[src/rtl/flash_cmd_pkg.sv]
package flash_cmd_pkg;
  typedef enum logic [3:0] {
    MD_READ        = 4'd0,
    MD_SIG         = 4'd1,
    MD_ERASE_ARM   = 4'd2,
    MD_ERASING     = 4'd3,
    MD_ERASE_VFY   = 4'd4,
    MD_PROG_ARM    = 4'd5,
    MD_PROGRAMMING = 4'd6,
    MD_PROG_VFY    = 4'd7,
    MD_RESET_ARM   = 4'd8,
    MD_HALTED      = 4'd9
  } mode_e;

  typedef enum logic [1:0] {
    RS_ARRAY  = 2'd0,
    RS_MAKER  = 2'd1,
    RS_DEVICE = 2'd2,
    RS_MARGIN = 2'd3
  } rdsel_e;

  localparam logic [7:0] CMD_READ      = 8'h00;
  localparam logic [7:0] CMD_SIG_A     = 8'h80;
  localparam logic [7:0] CMD_SIG_B     = 8'h90;
  localparam logic [7:0] CMD_ERASE     = 8'h20;
  localparam logic [7:0] CMD_ERASE_VFY = 8'hA0;
  localparam logic [7:0] CMD_PROG      = 8'h40;
  localparam logic [7:0] CMD_PROG_VFY  = 8'hC0;
  localparam logic [7:0] CMD_RESET     = 8'hFF;
endpackage

[src/rtl/strobe_sync.sv]
module strobe_sync #(
  parameter int N      = 3,
  parameter int STAGES = 2
) (
  input  logic         clk,
  input  logic         rst_n,
  input  logic [N-1:0] raw,
  output logic [N-1:0] lvl
);
  // Strobes are active low, so every stage resets to the inactive level.
  for (genvar i = 0; i < N; i++) begin : g_bit
    logic [STAGES-1:0] sh;
    always_ff @(posedge clk or negedge rst_n) begin
      if (!rst_n) sh <= '1;
      else        sh <= {sh[STAGES-2:0], raw[i]};
    end
    assign lvl[i] = sh[STAGES-1];
  end
endmodule

[src/rtl/op_timer.sv]
module op_timer #(
  parameter int LIMIT = 1000
) (
  input  logic clk,
  input  logic rst_n,
  input  logic run,
  output logic expired
);
  localparam int W = $clog2(LIMIT + 1);
  logic [W-1:0] cnt;

  always_ff @(posedge clk or negedge rst_n) begin
    if (!rst_n)        cnt <= '0;
    else if (!run)     cnt <= '0;
    else if (!expired) cnt <= cnt + 1'b1;
  end

  assign expired = run && (cnt == W'(LIMIT - 1));

  p_cnt_bound_r11: assert property (@(posedge clk) disable iff (!rst_n)
    cnt < W'(LIMIT));
endmodule

[src/rtl/cmd_fsm.sv]
module cmd_fsm
  import flash_cmd_pkg::*;
#(
  parameter int ADDR_W = 18
) (
  input  logic              clk,
  input  logic              rst_n,
  input  logic              vpp_ok,
  input  logic              ce_low,
  input  logic              we_lvl,
  input  logic [ADDR_W-1:0] addr,
  input  logic [7:0]        din,
  input  logic              tmo,
  output mode_e             mode_q,
  output logic              busy_q,
  output logic              erase_start,
  output logic              erase_stop,
  output logic              prog_start,
  output logic              prog_stop,
  output logic [ADDR_W-1:0] op_addr,
  output logic [7:0]        op_data
);
  logic              we_prev, busy_prog_q;
  logic              wr_fall, wr_rise;
  logic [ADDR_W-1:0] addr_cap;
  mode_e             n_mode;
  logic              st_e, st_p, stop_req, lat_a, lat_d;

  assign wr_fall = ce_low & we_prev & ~we_lvl;
  assign wr_rise = ce_low & ~we_prev & we_lvl;

  always_comb begin
    n_mode = mode_q; st_e = 1'b0; st_p = 1'b0;
    stop_req = 1'b0; lat_a = 1'b0; lat_d = 1'b0;
    if (!vpp_ok) begin
      n_mode   = MD_READ;
      stop_req = busy_q;
    end else if (tmo) begin
      n_mode   = MD_HALTED;
      stop_req = 1'b1;
    end else if (wr_rise) begin
      if (mode_q == MD_PROG_ARM) begin
        if (busy_q) n_mode = MD_READ;
        else begin
          n_mode = MD_PROGRAMMING; st_p = 1'b1; lat_a = 1'b1; lat_d = 1'b1;
        end
      end else if (mode_q == MD_ERASE_ARM && din == CMD_ERASE) begin
        if (busy_q) n_mode = MD_READ;
        else begin
          n_mode = MD_ERASING; st_e = 1'b1;
        end
      end else if (mode_q == MD_RESET_ARM && din == CMD_RESET) begin
        n_mode   = MD_READ;
        stop_req = busy_q;
      end else begin
        case (din)
          CMD_READ:             n_mode = MD_READ;
          CMD_SIG_A, CMD_SIG_B: n_mode = MD_SIG;
          CMD_ERASE:            n_mode = MD_ERASE_ARM;
          CMD_ERASE_VFY: begin
            n_mode = MD_ERASE_VFY; lat_a = 1'b1;
            stop_req = busy_q & ~busy_prog_q;
          end
          CMD_PROG:             n_mode = MD_PROG_ARM;
          CMD_PROG_VFY: begin
            n_mode = MD_PROG_VFY;
            stop_req = busy_q & busy_prog_q;
          end
          CMD_RESET:            n_mode = MD_RESET_ARM;
          default:              n_mode = MD_READ;
        endcase
      end
    end
  end

  always_ff @(posedge clk or negedge rst_n) begin
    if (!rst_n) begin
      mode_q <= MD_READ; busy_q <= 1'b0; busy_prog_q <= 1'b0; we_prev <= 1'b1;
      addr_cap <= '0; op_addr <= '0; op_data <= '0;
      erase_start <= 1'b0; erase_stop <= 1'b0;
      prog_start <= 1'b0; prog_stop <= 1'b0;
    end else begin
      we_prev     <= we_lvl;
      mode_q      <= n_mode;
      erase_start <= st_e;
      prog_start  <= st_p;
      erase_stop  <= stop_req & ~busy_prog_q;
      prog_stop   <= stop_req & busy_prog_q;
      if (wr_fall) addr_cap <= addr;
      if (lat_a)   op_addr  <= addr_cap;
      if (lat_d)   op_data  <= din;
      if (st_e || st_p) begin
        busy_q <= 1'b1; busy_prog_q <= st_p;
      end else if (stop_req) begin
        busy_q <= 1'b0;
      end
    end
  end

  p_no_cmd_without_vpp_r2: assert property (@(posedge clk) disable iff (!rst_n)
    !vpp_ok |=> mode_q == MD_READ);
  p_erase_start_mode_r6: assert property (@(posedge clk) disable iff (!rst_n)
    erase_start |-> mode_q == MD_ERASING && busy_q);
  p_prog_start_mode_r8: assert property (@(posedge clk) disable iff (!rst_n)
    prog_start |-> mode_q == MD_PROGRAMMING && busy_q);
  p_one_pulse_r13: assert property (@(posedge clk) disable iff (!rst_n)
    $onehot0({erase_start, erase_stop, prog_start, prog_stop}));
  p_stop_clears_busy_r11: assert property (@(posedge clk) disable iff (!rst_n)
    (erase_stop || prog_stop) |-> !busy_q);
endmodule

[src/rtl/flash_cmd_ctrl.sv]
module flash_cmd_ctrl
  import flash_cmd_pkg::*;
#(
  parameter int ADDR_W      = 18,
  parameter int STOP_CYCLES = 1000
) (
  input  logic              clk,
  input  logic              rst_n,
  input  logic              vpp_ok,
  input  logic              ce_n,
  input  logic              we_n,
  input  logic              oe_n,
  input  logic [ADDR_W-1:0] addr,
  input  logic [7:0]        din,
  output logic [3:0]        mode,
  output logic              erase_start,
  output logic              erase_stop,
  output logic              prog_start,
  output logic              prog_stop,
  output logic [ADDR_W-1:0] op_addr,
  output logic [7:0]        op_data,
  output logic [1:0]        rd_sel,
  output logic              dq_oe
);
  logic [2:0] lvl;
  logic       ce_low, tmo, busy;
  mode_e      mode_q;
  rdsel_e     sel;

  strobe_sync #(.N(3), .STAGES(2)) u_sync (
    .clk(clk), .rst_n(rst_n), .raw({oe_n, we_n, ce_n}), .lvl(lvl)
  );

  assign ce_low = ~lvl[0];

  op_timer #(.LIMIT(STOP_CYCLES)) u_timer (
    .clk(clk), .rst_n(rst_n), .run(busy), .expired(tmo)
  );

  cmd_fsm #(.ADDR_W(ADDR_W)) u_fsm (
    .clk(clk), .rst_n(rst_n), .vpp_ok(vpp_ok), .ce_low(ce_low), .we_lvl(lvl[1]),
    .addr(addr), .din(din), .tmo(tmo), .mode_q(mode_q), .busy_q(busy),
    .erase_start(erase_start), .erase_stop(erase_stop),
    .prog_start(prog_start), .prog_stop(prog_stop),
    .op_addr(op_addr), .op_data(op_data)
  );

  always_comb begin
    case (mode_q)
      MD_SIG:                    sel = addr[0] ? RS_DEVICE : RS_MAKER;
      MD_ERASE_VFY, MD_PROG_VFY: sel = RS_MARGIN;
      default:                   sel = RS_ARRAY;
    endcase
  end

  assign mode   = mode_q;
  assign rd_sel = sel;
  assign dq_oe  = ce_low & ~lvl[2] & lvl[1];

  p_timeout_stops_r11: assert property (@(posedge clk) disable iff (!rst_n)
    (tmo && vpp_ok) |=> !busy && mode == 4'd9);
  p_verify_margin_r7: assert property (@(posedge clk) disable iff (!rst_n)
    (mode == 4'd4 || mode == 4'd7) |-> rd_sel == 2'd3);
endmodule

[config.mk]
export PLATFORM = sky130hd
export DESIGN_NAME = flash_cmd_ctrl
export DESIGN_NICKNAME = d
export VERILOG_FILES = /design/src/rtl/flash_cmd_pkg.sv /design/src/rtl/strobe_sync.sv /design/src/rtl/op_timer.sv /design/src/rtl/cmd_fsm.sv /design/src/rtl/flash_cmd_ctrl.sv
export SDC_FILE = /design/constraint.sdc
export NUM_CORES = 1
export LEC_CHECK = 0
export BUFFER_PORTS_ARGS = -buffer_cell sky130_fd_sc_hd__buf_2
export CORE_ASPECT_RATIO = 1.75
export CORE_MARGIN = 2
export CORE_UTILIZATION = 54
export DETAILED_ROUTE_END_ITERATION = 6
export GPL_TIMING_DRIVEN = 0
export PLACE_DENSITY = 0.79
export SLEW_MARGIN = 30
export SYNTH_ARGS = -nofsm -noshare
export SYNTH_HDL_FRONTEND = slang
export SYNTH_HIERARCHICAL = 1
export SYNTH_SLANG_ARGS = --single-unit
[constraint.sdc]
create_clock -name clk -period 3.12 [get_ports clk]
set_input_delay 0.312 -clock clk [delete_from_list [all_inputs] [get_ports clk]]
set_output_delay 0.312 -clock clk [all_outputs]
set_load 0.005 [all_outputs]
After elaboration in Yosys (flattened, before gate mapping) --
Index checks and enable logic that the tools add are counted. Widths: inputs -> output; s select.
Cells by class: $add $sub $neg 1, multipliers 0, divide/modulo/power cells 0, order comparisons 0, equality and inequality tests 16, shift-type cells 0, multiplexer cells 39, bitwise gates (word level) 15, reduce and logical (&&, ||, !) cells 7
Operators by type and width (count):
- $eq 8x8->1 const B | 5
- $mux 1 | 25
- $mux 4 | 6
- $pmux 4 s6 | 1
- $mux 10 | 2
- $eq 4x3->1 const B | 3
- $add 10x1->10 const B | 1
- $and 1x1->1 | 10
- $eq 10x10->1 const B | 1
- $eq 8x6->1 const B | 1
- $eq 8x7->1 const B | 1
- $not 1->1 | 5
- $eq 4x1->1 const B | 1
- $eq 4x2->1 const B | 1
- $eq 4x4->1 const B | 1
- $mux 2 | 2
- $pmux 2 s2 | 1
- $reduce_or 2->1 | 2
- $logic_and 1x1->1 | 3
- $mux 3 | 1
- $ne 3x1->1 const B | 1
- $ne 2x2->1 const B | 1
- $pmux 1 s2 | 1
- $reduce_bool 2->1 | 1
- $logic_or 1x1->1 | 1
Storage, ports and cells: register bits after elaboration 71, latch bits 0, bits in writable memories 0, memory bits (read-only) 0, input bits 32, output and inout bits 37, logic and storage cells 93, memories 0

Depth between registers and ports, before layout --
Gate-level depths: netlist (run 1).
word-level depth 11, mapped depth 8, gate-level depth less buffers 7

Modules after synthesis --
Netlist (run 1), hierarchy kept.
Modules (own cells, without submodules):
- cmd_fsm | instances 1, cells an instance 162, area an instance 2352.3 sq um, sequential area each 1377.6 sq um
- op_timer | instances 1, cells an instance 53, area an instance 516.7 sq um, sequential area each 250.2 sq um
- strobe_sync | instances 1, cells an instance 9, area an instance 180.2 sq um, sequential area each 157.7 sq um
- flash_cmd_ctrl | instances 1, cells an instance 9, area an instance 73.8 sq um, sequential area each 0.0 sq um

Worst setup path before layout (run 1) --
Ideal clock, no wire load.
path kind flip-flop to flip-flop, start register u_timer.cnt[5], end register u_fsm.op_addr[0], setup time 0.125 ns, data arrival time 2.059 ns, data required time 2.995 ns, setup slack 0.936 ns, stages on the path, launching flop included 9, buffers on the path 1, period minus slack after synthesis 2.184 ns, cell sequence dfrtp_1 -> nand4_2 -> or3_1 -> nor3_1 -> and2b_2 -> nand2_1 -> a21oi_4 -> buf_6 -> mux2_2
On the way: word-level cells in the longest chain between the ends 4
Ends and longest elaborated chain:
- start: declaration | RTL line op_timer.sv:10 | logic [W-1:0] cnt;
- start signal: assignment | RTL line op_timer.sv:15 | else if (!expired) cnt <= cnt + 1'b1;
- $eq 10x10->1 | RTL line op_timer.sv:18 | assign expired = run && (cnt == W'(LIMIT - 1));
- $logic_and 1x1->1 | RTL line op_timer.sv:18
- net tmo | RTL line flash_cmd_ctrl.sv:26 | logic ce_low, tmo, busy;
- $mux 1 | RTL line cmd_fsm.sv:38 | end else if (tmo) begin
- $mux 1 | RTL line cmd_fsm.sv:35 | if (!vpp_ok) begin
- end signal: assignment | RTL line cmd_fsm.sv:90 | if (lat_a) op_addr <= addr_cap;
- end: declaration | RTL line cmd_fsm.sv:20 | output logic [ADDR_W-1:0] op_addr,
The timed path passes the listed nets, and every way through them passes these cells. A chain may end at the register's enable or synchronous reset.

Worst setup path in the final report (run 1) --
start register u_timer.cnt[5], end register u_fsm.op_addr[5]
The elaborated chain is that of the path after synthesis.

==> summary.json, run 1 <==
{
  "layout_commonest_cell": {"value": "buf_2"},
  "drive_gt1_share": {"value": 47.8, "unit": "%"},
  "grt_max_degree": {"value": 52},
  "synth.yosys.warnings": {"value": 6},
  "max_freq": {"value": 0.393, "unit": "GHz"},
  "area_growth_syn_to_layout": {"value": 21.5, "unit": "%"},
  "mostFrequentLayoutCells": {"value": "66 x buf_2, 64 x dfrtp_1, 44 x mux2_2"},
  "postLayoutCoreUtil": {"value": 67.9, "unit": "%"},
  "setup-tns-final": {"value": 0, "unit": "ns"},
  "slew_headroom": {"value": 60.9, "unit": "%"},
  "outcome": {"value": "finished, final reports clean"},
  "number_of_clock_sinks": {"value": 71},
  "post_synth_inst_count": {"value": 233},
  "report.final.slew_viol_count": {"value": 0},
  "first_global_vias": {"value": 2257},
  "ctsRootBufferMaster": {"value": "clkbuf_8"},
  "gp_congestion": {"value": 0.919},
  "crit_path_max_incr_delay": {"value": 0.43, "unit": "ns"},
  "num_rows": {"value": 36},
  "final.hold.worst_slack": {"value": 0.0682, "unit": "ns"},
  "critical_path.slowest_cell": {"value": "dfrtp_1"},
  "final.period_utilization": {"value": 81.5, "unit": "%"},
  "cts_htree_levels": {"value": 3},
  "hold_class": {"value": "in -> reg"},
  "synthArstFlopShare": {"value": 100, "unit": "%"},
  "cp_max_fo": {"value": 10},
  "worstSetupPathType": {"value": "reg -> reg"},
  "postLayoutCellArea": {"value": 3790, "unit": "µm²"},
  "start_util": {"value": 55.9, "unit": "%"},
  "grtUsageTotal": {"value": 20.8, "unit": "%"},
  "total_leakage_power": {"value": 0.00181, "unit": "µW"},
  "setup.worst_path.end_class": {"value": "flop"},
  "number_of_enable_flip_flop_cells_after_synthesis": {"value": 0},
  "cts-root-to-sink-buffers": {"value": 2},
  "routed_wl": {"value": 6.01, "unit": "mm"},
  "postRouteAntennaNets": {"value": 0},
  "placed_cell_area": {"value": 3580, "unit": "µm²"},
  "critical_path.top_delay_family": {"value": "simple AND/OR/NAND/NOR gates"},
  "num_io_pins": {"value": 69},
  "clk_transition_reported_paths": {"value": 0.07, "unit": "ns"},
  "port-buffer-count": {"value": 67},
  "critical_path_cell_list": {"value": "nand4_2 > or3_1 > nor3_1 > and2b_2 > nand2_1 > a21oi_4 > buf_6 > mux2_2"},
  "synth.yosys.seq_area_share": {"value": 57.2, "unit": "%"},
  "final.setup_skew": {"value": 0.00695, "unit": "ns"},
  "setup_repair_after_global_routing_missed_its_margin": {"value": "no"},
  "avgRoutedWirePerCell": {"value": 15.2, "unit": "µm"},
  "chip_height": {"value": 105, "unit": "µm"},
  "cts_buffers": {"value": 9},
  "power.ir.vdd_worst": {"value": 0.000420, "unit": "V"},
  "critPathBufInv": {"value": 1},
  "count_of_different_cell_masters_after_synthesis": {"value": 50},
  "synth_fp_nets": {"value": 266},
  "insertedDiodeCount": {"value": 0},
  "post-route-min-period": {"value": 2.54, "unit": "ns"},
  "die_w": {"value": 61.5, "unit": "µm"},
  "nets": {"value": 346},
  "tritoncts": {"value": "built"},
  "synthesis.area_per_instance": {"value": 13.4, "unit": "µm²"},
  "post-route-drc-count": {"value": 0},
  "worst_pin_slew": {"value": 0.586, "unit": "ns"},
  "dr_total_vias": {"value": 2199},
  "worst_skew_pair.late_latency": {"value": 0.34, "unit": "ns"},
  "finalHoldViolations": {"value": 0},
  "yosys_register_bits": {"value": 71},
  "synth_ff_type": {"value": "dfrtp_1"},
  "core-area": {"value": 5590, "unit": "µm²"},
  "detail_route.iter0.violations": {"value": 120},
  "power_per_cell_area": {"value": 490, "unit": "nW/µm²"},
  "routed_via_density": {"value": 5.58},
  "drt_first_pass_iters": {"value": 4},
  "grt_antenna_before_repair": {"value": 0},
  "grt-ovfl-total": {"value": 0},
  "num-fill-cells": {"value": 452},
  "total_half_perimeter_wirelength_after_legalization_and_detailed_placement": {"value": 4.33, "unit": "mm"},
  "crit_arrival": {"value": 2.77, "unit": "ns"},
  "post_synth_instance_area": {"value": 3120, "unit": "µm²"},
  "worst-endpoint-required": {"value": 3.34, "unit": "ns"},
  "die_area": {"value": 6430, "unit": "µm²"},
  "setup_violations": {"value": 0},
  "grt_pass1_wl": {"value": 9.94, "unit": "mm"},
  "max_cap_viol_count": {"value": 0},
  "cp-start-kind": {"value": "flop"}
}
==> power breakdown <==
group	internal (µW)	leakage, µW	switching, µW
clock network	412	0.0000996	316
logic	70.3	0.000785	60.2
registers	976	0.000920	24.5
total	1460	0.00181	401
==> state kept, by name, indices dropped and copies added, names as in the netlist <==
signal / cells
u_fsm/op_data: 8
u_fsm/we_prev: 1
u_fsm/mode_q: 4
u_fsm/prog_start: 1
u_fsm/op_addr: 18
u_fsm/erase_start: 1
u_fsm/erase_stop: 1
u_timer/cnt: 10
u_fsm/addr_cap: 18
u_fsm/prog_stop: 1
u_fsm/busy_q: 1
u_sync/g_bit.sh: 6
u_fsm/busy_prog_q: 1
==> Yosys cell counts, types with 4 or more instances <==
| master | number | area [µm²] |
|---|---|---|
| dfrtp_1 | 64 | 1600 |
| mux2_2 | 44 | 495 |
| a21oi_1 | 11 | 55.1 |
| dfstp_2 | 7 | 184 |
| inv_1 | 7 | 26.3 |
| nand2_1 | 7 | 26.3 |
| nand2b_1 | 6 | 37.5 |
| nand4_1 | 6 | 37.5 |
| or3_1 | 6 | 37.5 |
| nor2_1 | 5 | 18.8 |
| o21ai_0 | 5 | 25.0 |
| buf_4 | 4 | 30.0 |
| nand3b_1 | 4 | 30.0 |
| nor3_1 | 4 | 20.0 |
==> cell type report <==
class                   instances  area (µm²)  share of cell area [%]
plain buffers                   8        67.6                    1.78
clock inverters                 3        42.5                    1.12
clock buffers                  13         159                    4.19
multi-input cells             147        1240                    32.8
well taps                      76        95.1                    2.51
inverters                       7        26.3                   0.692
repair buffers                 69         375                    9.89
flip-flops and latches         71        1790                    47.0
==> metrics by stage <==
stage,power [µW],instances,setup WS (ns)
5_1_grt,1940,394,0.401
2_1_floorplan,1080,233,0.936
4_1_cts,1880,394,0.582
3_5_place_dp,1150,377,0.605
6_report,1860,394,0.578
3_3_place_gp,1130,376,0.634
==> path summary, 6_finish.rpt <==
check	to	depth (start not counted)	slack (ns)	startpoint
hold reg to reg	u_sync/g_bit[1].sh[1]	0	0.36	u_sync/g_bit[1].sh[0]
setup / recovery	u_fsm/op_addr[5]	8	0.58	u_timer/cnt[5]
hold / removal	u_sync/g_bit[2].sh[0]	1	0.07	oe_n
max in group asynchronous	u_fsm/we_prev	3	2.15	rst_n
min in group asynchronous	u_fsm/addr_cap[17]	2	0.40	rst_n
setup reg to reg	u_fsm/op_addr[5]	8	0.58	u_timer/cnt[5]
==> metal layers <==
metal / wire length [µm] / global-route usage [%]
met1: 2290 / 23.6
met2: 3220 / 34.0
met3: 325 / 5.69
met4: 169 / 10.8
met5: 0 / 0
==> what timing repair did <==
item,in CTS,in global routing
buffers inserted,0,0
hold buffers,1,0
gates resized for setup,0,0
hold endpoints to repair,14,0
==> worst register-to-register path, stage by stage (launching register included) <==
cell and delay [ns]:
dfrtp_1 0.43, nand4_2 0.17, or3_1 0.40, nor3_1 0.39, and2b_2 0.31, nand2_1 0.16, a21oi_4 0.10, buf_6 0.18
mux2_2 0.27
==> cells by family (layout without fill, tap and decap cells) <==
family | after synthesis | after routing | synth area share, %
AO/OA/AOI/OAI | 38 | 38 | 9.29
flip-flops | 71 | 71 | 57.2
AND/OR/NAND/NOR | 60 | 60 | 13.0
multiplexers | 47 | 47 | 16.8
XOR/XNOR | 1 | 1 | 0.280
buffers and inverters | 15 | 100 | 3.00
adder cells (fa/ha/maj) | 1 | 1 | 0.401
Power figures use the tool's default switching activity.
==> inputs of run 2 (changes only) <==
--- a/config.mk
+++ b/config.mk
@@ -5,6 +5,7 @@
 export SDC_FILE = /design/constraint.sdc
 export NUM_CORES = 1
 export LEC_CHECK = 0
+export ABC_AREA = 1
 export BUFFER_PORTS_ARGS = -buffer_cell sky130_fd_sc_hd__buf_2
 export CORE_ASPECT_RATIO = 1.75
 export CORE_MARGIN = 2
==> constraint.sdc (replaced) <==
create_clock -name clk -period 2.4 [get_ports clk]
set_input_delay 0.24 -clock clk [delete_from_list [all_inputs] [get_ports clk]]
set_output_delay 0.24 -clock clk [all_outputs]
set_load 0.005 [all_outputs]
==> run 2 against run 1 <==
Clock-buffer cell count decreased by 1. Routed wire length is 7.2% higher. Sequential share of layout area decreased by 1.9 points. Sequential power rose by 30%. Final cell count up 35%. Critical endpoint is now u_fsm/op_addr[4]. Largest power group unchanged.
==> summary.json, run 2 <==
{
  "drive_gt1_share": {"value": 30.5, "unit": "%", "change": "-17 points"},
  "power.ir.vdd_worst": {"value": 0.000610, "unit": "V", "change": "+45%"},
  "cp_max_fo": {"value": 10, "change": "unchanged"},
  "grt_antenna_before_repair": {"value": 0, "change": "unchanged"},
  "synth.largest_area_cell": {"value": "dfrtp_1"},
  "synth_xor_xnor_area_share": {"value": 0, "unit": "%", "change": "-0.28 points"},
  "first_global_vias": {"value": 2547, "change": "+13%"},
  "critPathMostFrequentCell": {"value": "nand2_1"},
  "synthArstFlopShare": {"value": 100, "unit": "%", "change": "unchanged"},
  "num-fill-cells": {"value": 498, "change": "+10%"},
  "count_of_different_cell_masters_after_synthesis": {"value": 28, "change": "-44%"},
  "worst-endpoint-required": {"value": 2.65, "unit": "ns", "change": "-0.69 ns"},
  "post_synth_inst_count": {"value": 363, "change": "+56%"},
  "total_half_perimeter_wirelength_after_legalization_and_detailed_placement": {"value": 4.81, "unit": "mm", "change": "+11%"},
  "critPathBufInv": {"value": 4, "change": "+3"},
  "synth_compound_gate_area_share": {"value": 3.34, "unit": "%", "change": "-6.0 points"},
  "final_cells": {"value": 531, "change": "+35%"},
  "worst_skew_pair.late_latency": {"value": 0.35, "unit": "ns", "change": "about the same"},
  "setup_violations": {"value": 0, "change": "unchanged"},
  "chip_height": {"value": 106, "unit": "µm", "change": "+1.5%"},
  "synth.top_cell.area_share": {"value": 49.8, "unit": "%", "change": "-1.5 points"},
  "grt_pass1_wl": {"value": 10.9, "unit": "mm", "change": "+9.3%"},
  "grt_max_degree": {"value": 53, "change": "+1.9%"},
  "slew_headroom": {"value": 70.4, "unit": "%", "change": "+9.5 points"},
  "worstSetupPathType": {"value": "reg -> reg"},
  "layout_commonest_cell": {"value": "nand2_1"},
  "core-area": {"value": 5830, "unit": "µm²", "change": "+4.4%"},
  "insertedDiodeCount": {"value": 0, "change": "unchanged"},
  "grtUsageTotal": {"value": 21.5, "unit": "%", "change": "+0.74 points"},
  "cp-start-kind": {"value": "flop"},
  "placed_cell_area": {"value": 3690, "unit": "µm²", "change": "+2.9%"},
  "max_cap_viol_count": {"value": 0, "change": "unchanged"},
  "postLayoutCoreUtil": {"value": 67.8, "unit": "%", "change": "-0.18 points"},
  "report.final.slew_viol_count": {"value": 0, "change": "unchanged"},
  "dr_total_vias": {"value": 2608, "change": "+19%"},
  "num_io_pins": {"value": 69, "change": "unchanged"},
  "worst_pin_slew": {"value": 0.442, "unit": "ns", "change": "-0.144 ns"},
  "postLayoutCellArea": {"value": 3950, "unit": "µm²", "change": "+4.2%"},
  "start_util": {"value": 55.2, "unit": "%", "change": "-0.74 points"},
  "number_of_enable_flip_flop_cells_after_synthesis": {"value": 0, "change": "unchanged"},
  "num_rows": {"value": 37, "change": "+2.8%"},
  "ctsRootBufferMaster": {"value": "clkbuf_8"},
  "setup.worst_path.end_class": {"value": "flop"},
  "mostFrequentLayoutCells": {"value": "128 x nand2_1, 68 x buf_2, 64 x dfrtp_1"},
  "most_numerous_cell_in_the_yosys_netlist": {"value": "nand2_1"},
  "synth.yosys.warnings": {"value": 6, "change": "unchanged"},
  "yosys_register_bits": {"value": 71, "change": "unchanged"},
  "die_w": {"value": 62.4, "unit": "µm", "change": "+1.4%"},
  "setup_repair_after_global_routing_missed_its_margin": {"value": "no"},
  "synthesis.area_per_instance": {"value": 8.87, "unit": "µm²", "change": "-34%"},
  "critical_path_cell_list": {"value": "ha_1 > nand2_1 > inv_1 > nand3_1 > nor3_2 > nor2_2 > inv_2 > nor2_4 > nand2_1 > a21oi_4 > inv_4 > buf_6 > nand2_1 > nand2_1"},
  "synth_mux_area_share": {"value": 6.30, "unit": "%", "change": "-11 points"},
  "die_area": {"value": 6620, "unit": "µm²", "change": "+2.9%"},
  "synthAdderAreaFrac": {"value": 0.389, "unit": "%", "change": "-0.012 points"},
  "clk_transition_reported_paths": {"value": 0.07, "unit": "ns", "change": "about the same"},
  "postRouteAntennaNets": {"value": 0, "change": "unchanged"},
  "max_freq": {"value": 0.451, "unit": "GHz", "change": "+15%"},
  "final.setup_skew": {"value": 0.00692, "unit": "ns", "change": "-0.0000275 ns"},
  "design_power_total": {"value": 2450, "unit": "µW", "change": "+32%"},
  "post-route-min-period": {"value": 2.22, "unit": "ns", "change": "-0.323 ns"},
  "grt-ovfl-total": {"value": 0, "change": "unchanged"},
  "final.period_utilization": {"value": 92.5, "unit": "%", "change": "+11 points"},
  "synthSimpleGateAreaFrac": {"value": 27.5, "unit": "%", "change": "+14 points"},
  "critical_path.slowest_cell": {"value": "dfrtp_1"},
  "critical_path.top_delay_family": {"value": "simple AND/OR/NAND/NOR gates"},
  "drt_first_pass_iters": {"value": 4, "change": "unchanged"},
  "number_of_clock_sinks": {"value": 71, "change": "unchanged"},
  "avgRoutedWirePerCell": {"value": 12.1, "unit": "µm", "change": "-20%"},
  "detail_route.iter0.violations": {"value": 90, "change": "-25%"},
  "synth_fp_nets": {"value": 396, "change": "+49%"},
  "gp_congestion": {"value": 0.957, "change": "+4.1%"},
  "synth_ff_type": {"value": "dfrtp_1"},
  "post-route-drc-count": {"value": 0, "change": "unchanged"},
  "total_leakage_power": {"value": 0.00212, "unit": "µW", "change": "+17%"},
  "synth.yosys.seq_area_share": {"value": 55.5, "unit": "%", "change": "-1.7 points"},
  "cts-root-to-sink-buffers": {"value": 2, "change": "unchanged"},
  "power_per_cell_area": {"value": 619, "unit": "nW/µm²", "change": "+26%"},
  "largest_registers": {"value": "u_fsm/addr_cap: 18 flops, u_fsm/op_addr: 18 flops, u_timer/cnt: 10 flops"},
  "setup-tns-final": {"value": 0, "unit": "ns", "change": "unchanged"},
  "tritoncts": {"value": "built"},
  "routed_via_density": {"value": 4.91, "change": "-12%"},
  "routed_wl": {"value": 6.44, "unit": "mm", "change": "+7.2%"},
  "cts_buffers": {"value": 9, "change": "unchanged"},
  "crit_arrival": {"value": 2.47, "unit": "ns", "change": "-0.30 ns"},
  "outcome": {"value": "finished, final reports clean"},
  "hold_class": {"value": "in -> reg"},
  "area_growth_syn_to_layout": {"value": 22.8, "unit": "%"},
  "synth_top_family_by_area": {"value": "simple AND/OR/NAND/NOR gates"},
  "cts_htree_levels": {"value": 3, "change": "unchanged"},
  "post_synth_most_frequent_cells": {"value": "128 x nand2_1, 64 x dfrtp_1, 38 x inv_1"},
  "crit_path_max_incr_delay": {"value": 0.40, "unit": "ns", "change": "-0.03 ns"},
  "finalHoldViolations": {"value": 0, "change": "unchanged"},
  "cell_types_occupying_the_most_area_after_synthesis": {"value": "dfrtp_1 50%, nand2_1 15%, mux2_2 6.3%"},
  "post_synth_instance_area": {"value": 3220, "unit": "µm²", "change": "+3.0%"},
  "port-buffer-count": {"value": 68, "change": "+1.5%"},
  "nets": {"value": 481, "change": "+39%"},
  "dp.cells": {"value": 510, "change": "+35%"}
}
## run 2: cell count changes after synthesis, sizes merged, moves of 6 or more
cell / before / now
mux2: 44 / 18
o21ai: 6 / 13
nand3: 4 / 22
nand2: 7 / 129
nand2b: 6 / 0
a21oi: 12 / 5
nor2: 5 / 37
inv: 7 / 44
or3: 6 / 0
## run 2: repair_timing
action / in CTS / in global routing
endpoints found under the hold margin: 22 / 0
setup buffers: 0 / 1
hold buffers: 4 / 0
gates resized for setup: 1 / 1
setup endpoints to repair: 4 / 21
## run 2: worst paths after layout
path / to / startpoint / slack, ns / cells after the start
setup reg to reg: u_fsm/op_addr[4] / u_timer/cnt[0] / 0.18 / 14
setup / recovery: u_fsm/op_addr[4] / u_timer/cnt[0] / 0.18 / 14
hold / removal: u_fsm/addr_cap[3] / addr[3] / 0.12 / 2
max in group asynchronous: u_fsm/we_prev / rst_n / 1.52 / 3
hold reg to reg: u_sync/g_bit[1].sh[1] / u_sync/g_bit[1].sh[0] / 0.36 / 0
min in group asynchronous: u_timer/cnt[7] / rst_n / 0.31 / 2
## run 2: per-layer routing
metal / part of all wire, % / track usage, % / wire length (µm)
met1: 37 / 21.2 / 2390
met2: 56 / 40.2 / 3620
met3: 4.3 / 6.88 / 280
met4: 2.3 / 10.0 / 150
met5: 0 / 0 / 0
## run 2: stage by stage
step | setup WS (ns) | hold slack, ns
6_report | 0.181 | 0.115
5_1_grt | 0.00861 | 0.0990
4_1_cts | 0.0674 | 0.106
3_5_place_dp | 0.0180 | 0.145
3_3_place_gp | 0.0637 | 0.347
2_1_floorplan | 0.389 | -0.0556
## run 2: layout make-up
type                            instances  area (µm²)  share of cell area (%)
Buffer                                  8        57.6                    1.46
Clock buffer                           12         155                    3.93
Clock inverter                          4        53.8                    1.36
Inverter                               44         168                    4.24
Multi-Input combinational cell        240        1220                    30.8
Sequential cell                        71        1790                    45.2
Tap cell                               78        97.6                    2.47
Timing Repair Buffer                   74         418                    10.6
## run 2: logic make-up after synthesis
logic type | after synthesis
compound gates | 19
simple gates | 202
mux | 18
flops | 71
buf+inv | 52
fa+ha+maj | 1
## run 2: report_power, final
group	leakage, µW	total [µW]	internal, µW	switching, µW
Clock	0.0000988	982	538	443
Combinational	0.00110	166	87.7	78.4
Sequential	0.000920	1300	1270	31.8
==> inputs of run 3 (changes only) <==
--- a/config.mk
+++ b/config.mk
@@ -8,11 +8,12 @@
 export ABC_AREA = 1
 export BUFFER_PORTS_ARGS = -buffer_cell sky130_fd_sc_hd__buf_2
 export CORE_ASPECT_RATIO = 1.75
-export CORE_MARGIN = 2
+export CORE_MARGIN = 3
 export CORE_UTILIZATION = 54
 export DETAILED_ROUTE_END_ITERATION = 6
 export GPL_TIMING_DRIVEN = 0
 export PLACE_DENSITY = 0.79
+export REMOVE_ABC_BUFFERS = 1
 export SLEW_MARGIN = 30
 export SYNTH_ARGS = -nofsm -noshare
 export SYNTH_HDL_FRONTEND = slang
==> constraint.sdc (replaced) <==
create_clock -name clk -period 2.54 [get_ports clk]
set_input_delay 0.254 -clock clk [delete_from_list [all_inputs] [get_ports clk]]
set_output_delay 0.254 -clock clk [all_outputs]
set_load 0.005 [all_outputs]
==> run 3 against run 2 <==
Routed wire length up 2.1%. Worst setup slack better by 0.16 ns. Power down 4.7%. Clock-buffer cell count down 2. Sequential share of layout area up 0.62 points. Sequential cell count unchanged. Final cell count down 1.7%.
==> summary.json, run 3 (synthesized netlist as in run 2, its figures left out) <==
{
  "port-buffer-count": {"value": 68, "change": "unchanged"},
  "setup.worst_path.end_class": {"value": "flop"},
  "num_rows": {"value": 36, "change": "-2.7%"},
  "critPathMostFrequentCell": {"value": "inv_1"},
  "cts_htree_levels": {"value": 3, "change": "unchanged"},
  "hold_class": {"value": "in -> reg"},
  "ff2ff_setup_slack": {"value": 0.34, "unit": "ns", "change": "+0.16 ns"},
  "dr_total_vias": {"value": 2557, "change": "-2.0%"},
  "drt_first_pass_iters": {"value": 4, "change": "unchanged"},
  "num_io_pins": {"value": 69, "change": "unchanged"},
  "grt_max_degree": {"value": 53, "change": "unchanged"},
  "num-fill-cells": {"value": 473, "change": "-5.0%"},
  "grt-ovfl-total": {"value": 0, "change": "unchanged"},
  "detail_route.iter0.violations": {"value": 134, "change": "+49%"},
  "worst-endpoint-required": {"value": 2.77, "unit": "ns", "change": "+0.12 ns"},
  "grt_pass1_wl": {"value": 11.2, "unit": "mm", "change": "+3.6%"},
  "avgRoutedWirePerCell": {"value": 12.6, "unit": "µm", "change": "+3.9%"},
  "report.final.slew_viol_count": {"value": 0, "change": "unchanged"},
  "total_half_perimeter_wirelength_after_legalization_and_detailed_placement": {"value": 4.71, "unit": "mm", "change": "-2.1%"},
  "routed_wl": {"value": 6.58, "unit": "mm", "change": "+2.1%"},
  "tritoncts": {"value": "built"},
  "start_util": {"value": 56.7, "unit": "%", "change": "+1.5 points"},
  "total_leakage_power": {"value": 0.00209, "unit": "µW", "change": "-1.0%"},
  "worstSetupPathType": {"value": "reg -> reg"},
  "crit_arrival": {"value": 2.42, "unit": "ns", "change": "-0.05 ns"},
  "slew_headroom": {"value": 40.3, "unit": "%", "change": "-30 points"},
  "first_global_vias": {"value": 2678, "change": "+5.1%"},
  "chip_height": {"value": 108, "unit": "µm", "change": "+1.9%"},
  "largest_registers": {"value": "u_fsm/addr_cap: 18 flops, u_fsm/op_addr: 18 flops, u_timer/cnt: 10 flops"},
  "nets": {"value": 474, "change": "-1.5%"},
  "die_w": {"value": 64.4, "unit": "µm", "change": "+3.2%"},
  "area_growth_syn_to_layout": {"value": 21.2, "unit": "%"},
  "number_of_clock_sinks": {"value": 71, "change": "unchanged"},
  "cts-root-to-sink-buffers": {"value": 2, "change": "unchanged"},
  "worst_skew_pair.late_latency": {"value": 0.34, "unit": "ns", "change": "about the same"},
  "postRouteAntennaNets": {"value": 0, "change": "unchanged"},
  "routed_via_density": {"value": 4.90, "change": "-0.27%"},
  "max_freq": {"value": 0.455, "unit": "GHz", "change": "+0.96%"},
  "setup-tns-final": {"value": 0, "unit": "ns", "change": "unchanged"},
  "clk_transition_reported_paths": {"value": 0.08, "unit": "ns", "change": "about the same"},
  "setup_repair_after_global_routing_missed_its_margin": {"value": "no"},
  "post-route-drc-count": {"value": 0, "change": "unchanged"},
  "max_cap_viol_count": {"value": 0, "change": "unchanged"},
  "critical_path.slowest_cell": {"value": "dfrtp_1"},
  "final.hold.worst_slack": {"value": 0.136, "unit": "ns", "change": "+0.0208 ns"},
  "dp.cells": {"value": 500, "change": "-2.0%"},
  "cp_max_fo": {"value": 17, "change": "+7"},
  "gp_congestion": {"value": 0.829, "change": "-13%"},
  "setup_violations": {"value": 0, "change": "unchanged"},
  "grtUsageTotal": {"value": 20.8, "unit": "%", "change": "-0.72 points"},
  "critPathBufInv": {"value": 3, "change": "-1"},
  "outcome": {"value": "finished, final reports clean"},
  "final_cells": {"value": 522, "change": "-1.7%"},
  "drive_gt1_share": {"value": 29.6, "unit": "%", "change": "-0.87 points"},
  "insertedDiodeCount": {"value": 0, "change": "unchanged"},
  "worst_pin_slew": {"value": 0.892, "unit": "ns", "change": "+0.450 ns"},
  "final.period_utilization": {"value": 86.5, "unit": "%", "change": "-5.9 points"},
  "critical_path_cell_list": {"value": "inv_1 > nor3_1 > nor2_2 > inv_2 > nor2_4 > nand3_2 > inv_1 > nor2_1 > nand2_1"},
  "cp-start-kind": {"value": "flop"},
  "mostFrequentLayoutCells": {"value": "128 x nand2_1, 67 x buf_2, 64 x dfrtp_1"},
  "power_per_cell_area": {"value": 598, "unit": "nW/µm²", "change": "-3.4%"},
  "grt_antenna_before_repair": {"value": 0, "change": "unchanged"},
  "post-route-min-period": {"value": 2.20, "unit": "ns", "change": "-0.0212 ns"},
  "cts_buffers": {"value": 9, "change": "unchanged"},
  "layout_commonest_cell": {"value": "nand2_1"},
  "die_area": {"value": 6960, "unit": "µm²", "change": "+5.2%"},
  "ctsRootBufferMaster": {"value": "clkbuf_8"},
  "power.ir.vdd_worst": {"value": 0.000517, "unit": "V", "change": "-15%"},
  "core-area": {"value": 5680, "unit": "µm²", "change": "-2.7%"},
  "final.setup_skew": {"value": 0.00977, "unit": "ns", "change": "+0.00285 ns"},
  "crit_path_max_incr_delay": {"value": 0.66, "unit": "ns", "change": "+0.26 ns"},
  "critical_path.top_delay_family": {"value": "simple AND/OR/NAND/NOR gates"},
  "finalHoldViolations": {"value": 0, "change": "unchanged"}
}
[run 3: cell types whose count changed in the layout (fill, tap and decap cells not counted), sizes merged]
cell | before | now
clkbuf | 14 | 10
inv | 44 | 48
buf | 76 | 71
clkinvlp | 2 | 1
clkinv | 1 | 0
[run 3: layout make-up]
cell class | count | area, µm² | area share, %
Clock buffer | 10 | 138 | 3.53
Timing Repair Buffer | 75 | 425 | 10.9
Tap cell | 76 | 95.1 | 2.44
Multi-Input combinational cell | 240 | 1210 | 31.1
Sequential cell | 71 | 1790 | 45.8
Inverter | 44 | 168 | 4.30
Clock inverter | 6 | 75.1 | 1.93
[run 3: repair_timing]
item                       4_1_cts  5_1_grt
hold buffers                     4        0
setup endpoints to repair        0       23
hold endpoints to repair        16        0
resized for setup                0        1
buffers inserted                 0        2
[run 3: path summary, 6_finish.rpt]
kind | from | end | cells past startpoint
setup reg to reg | u_fsm/busy_q | u_fsm/busy_q | 9
hold reg to reg | u_sync/g_bit[1].sh[0] | u_sync/g_bit[1].sh[1] | 0
max in group asynchronous | rst_n | u_fsm/we_prev | 3
setup / recovery | u_fsm/busy_q | u_fsm/busy_q | 9
min in group asynchronous | rst_n | u_timer/cnt[7] | 2
hold / removal | addr[2] | u_fsm/addr_cap[2] | 2
[run 3: power by group]
part           internal [µW]  switching [µW]
combinational           79.9            72.5
clock                    498             453
sequential              1200            32.3
[run 3: metrics by stage]
step | area [µm²] | total power, µW | utilization, % | setup WS [ns]
finish | 3900 | 2330 | 68.7 | 0.342
global route | 3900 | 2430 | 68.7 | 0.0986
CTS | 3880 | 2360 | 68.3 | 0.0249
detailed placement | 3630 | 1400 | 63.9 | 0.0571
global placement | 3600 | 1380 | 63.4 | 0.111
floorplan | 3160 | 1320 | - | 0.489
[run 3: layer usage]
metal	GRT usage (%)	vias to the layer above	routed length, µm	part of all wire, %
met5	0	-	0	0
met4	10.1	0	114	1.7
met3	6.13	9	396	6.0
met2	37.7	75	3580	54
met1	21.5	1187	2480	38
li1	-	1286	-	-
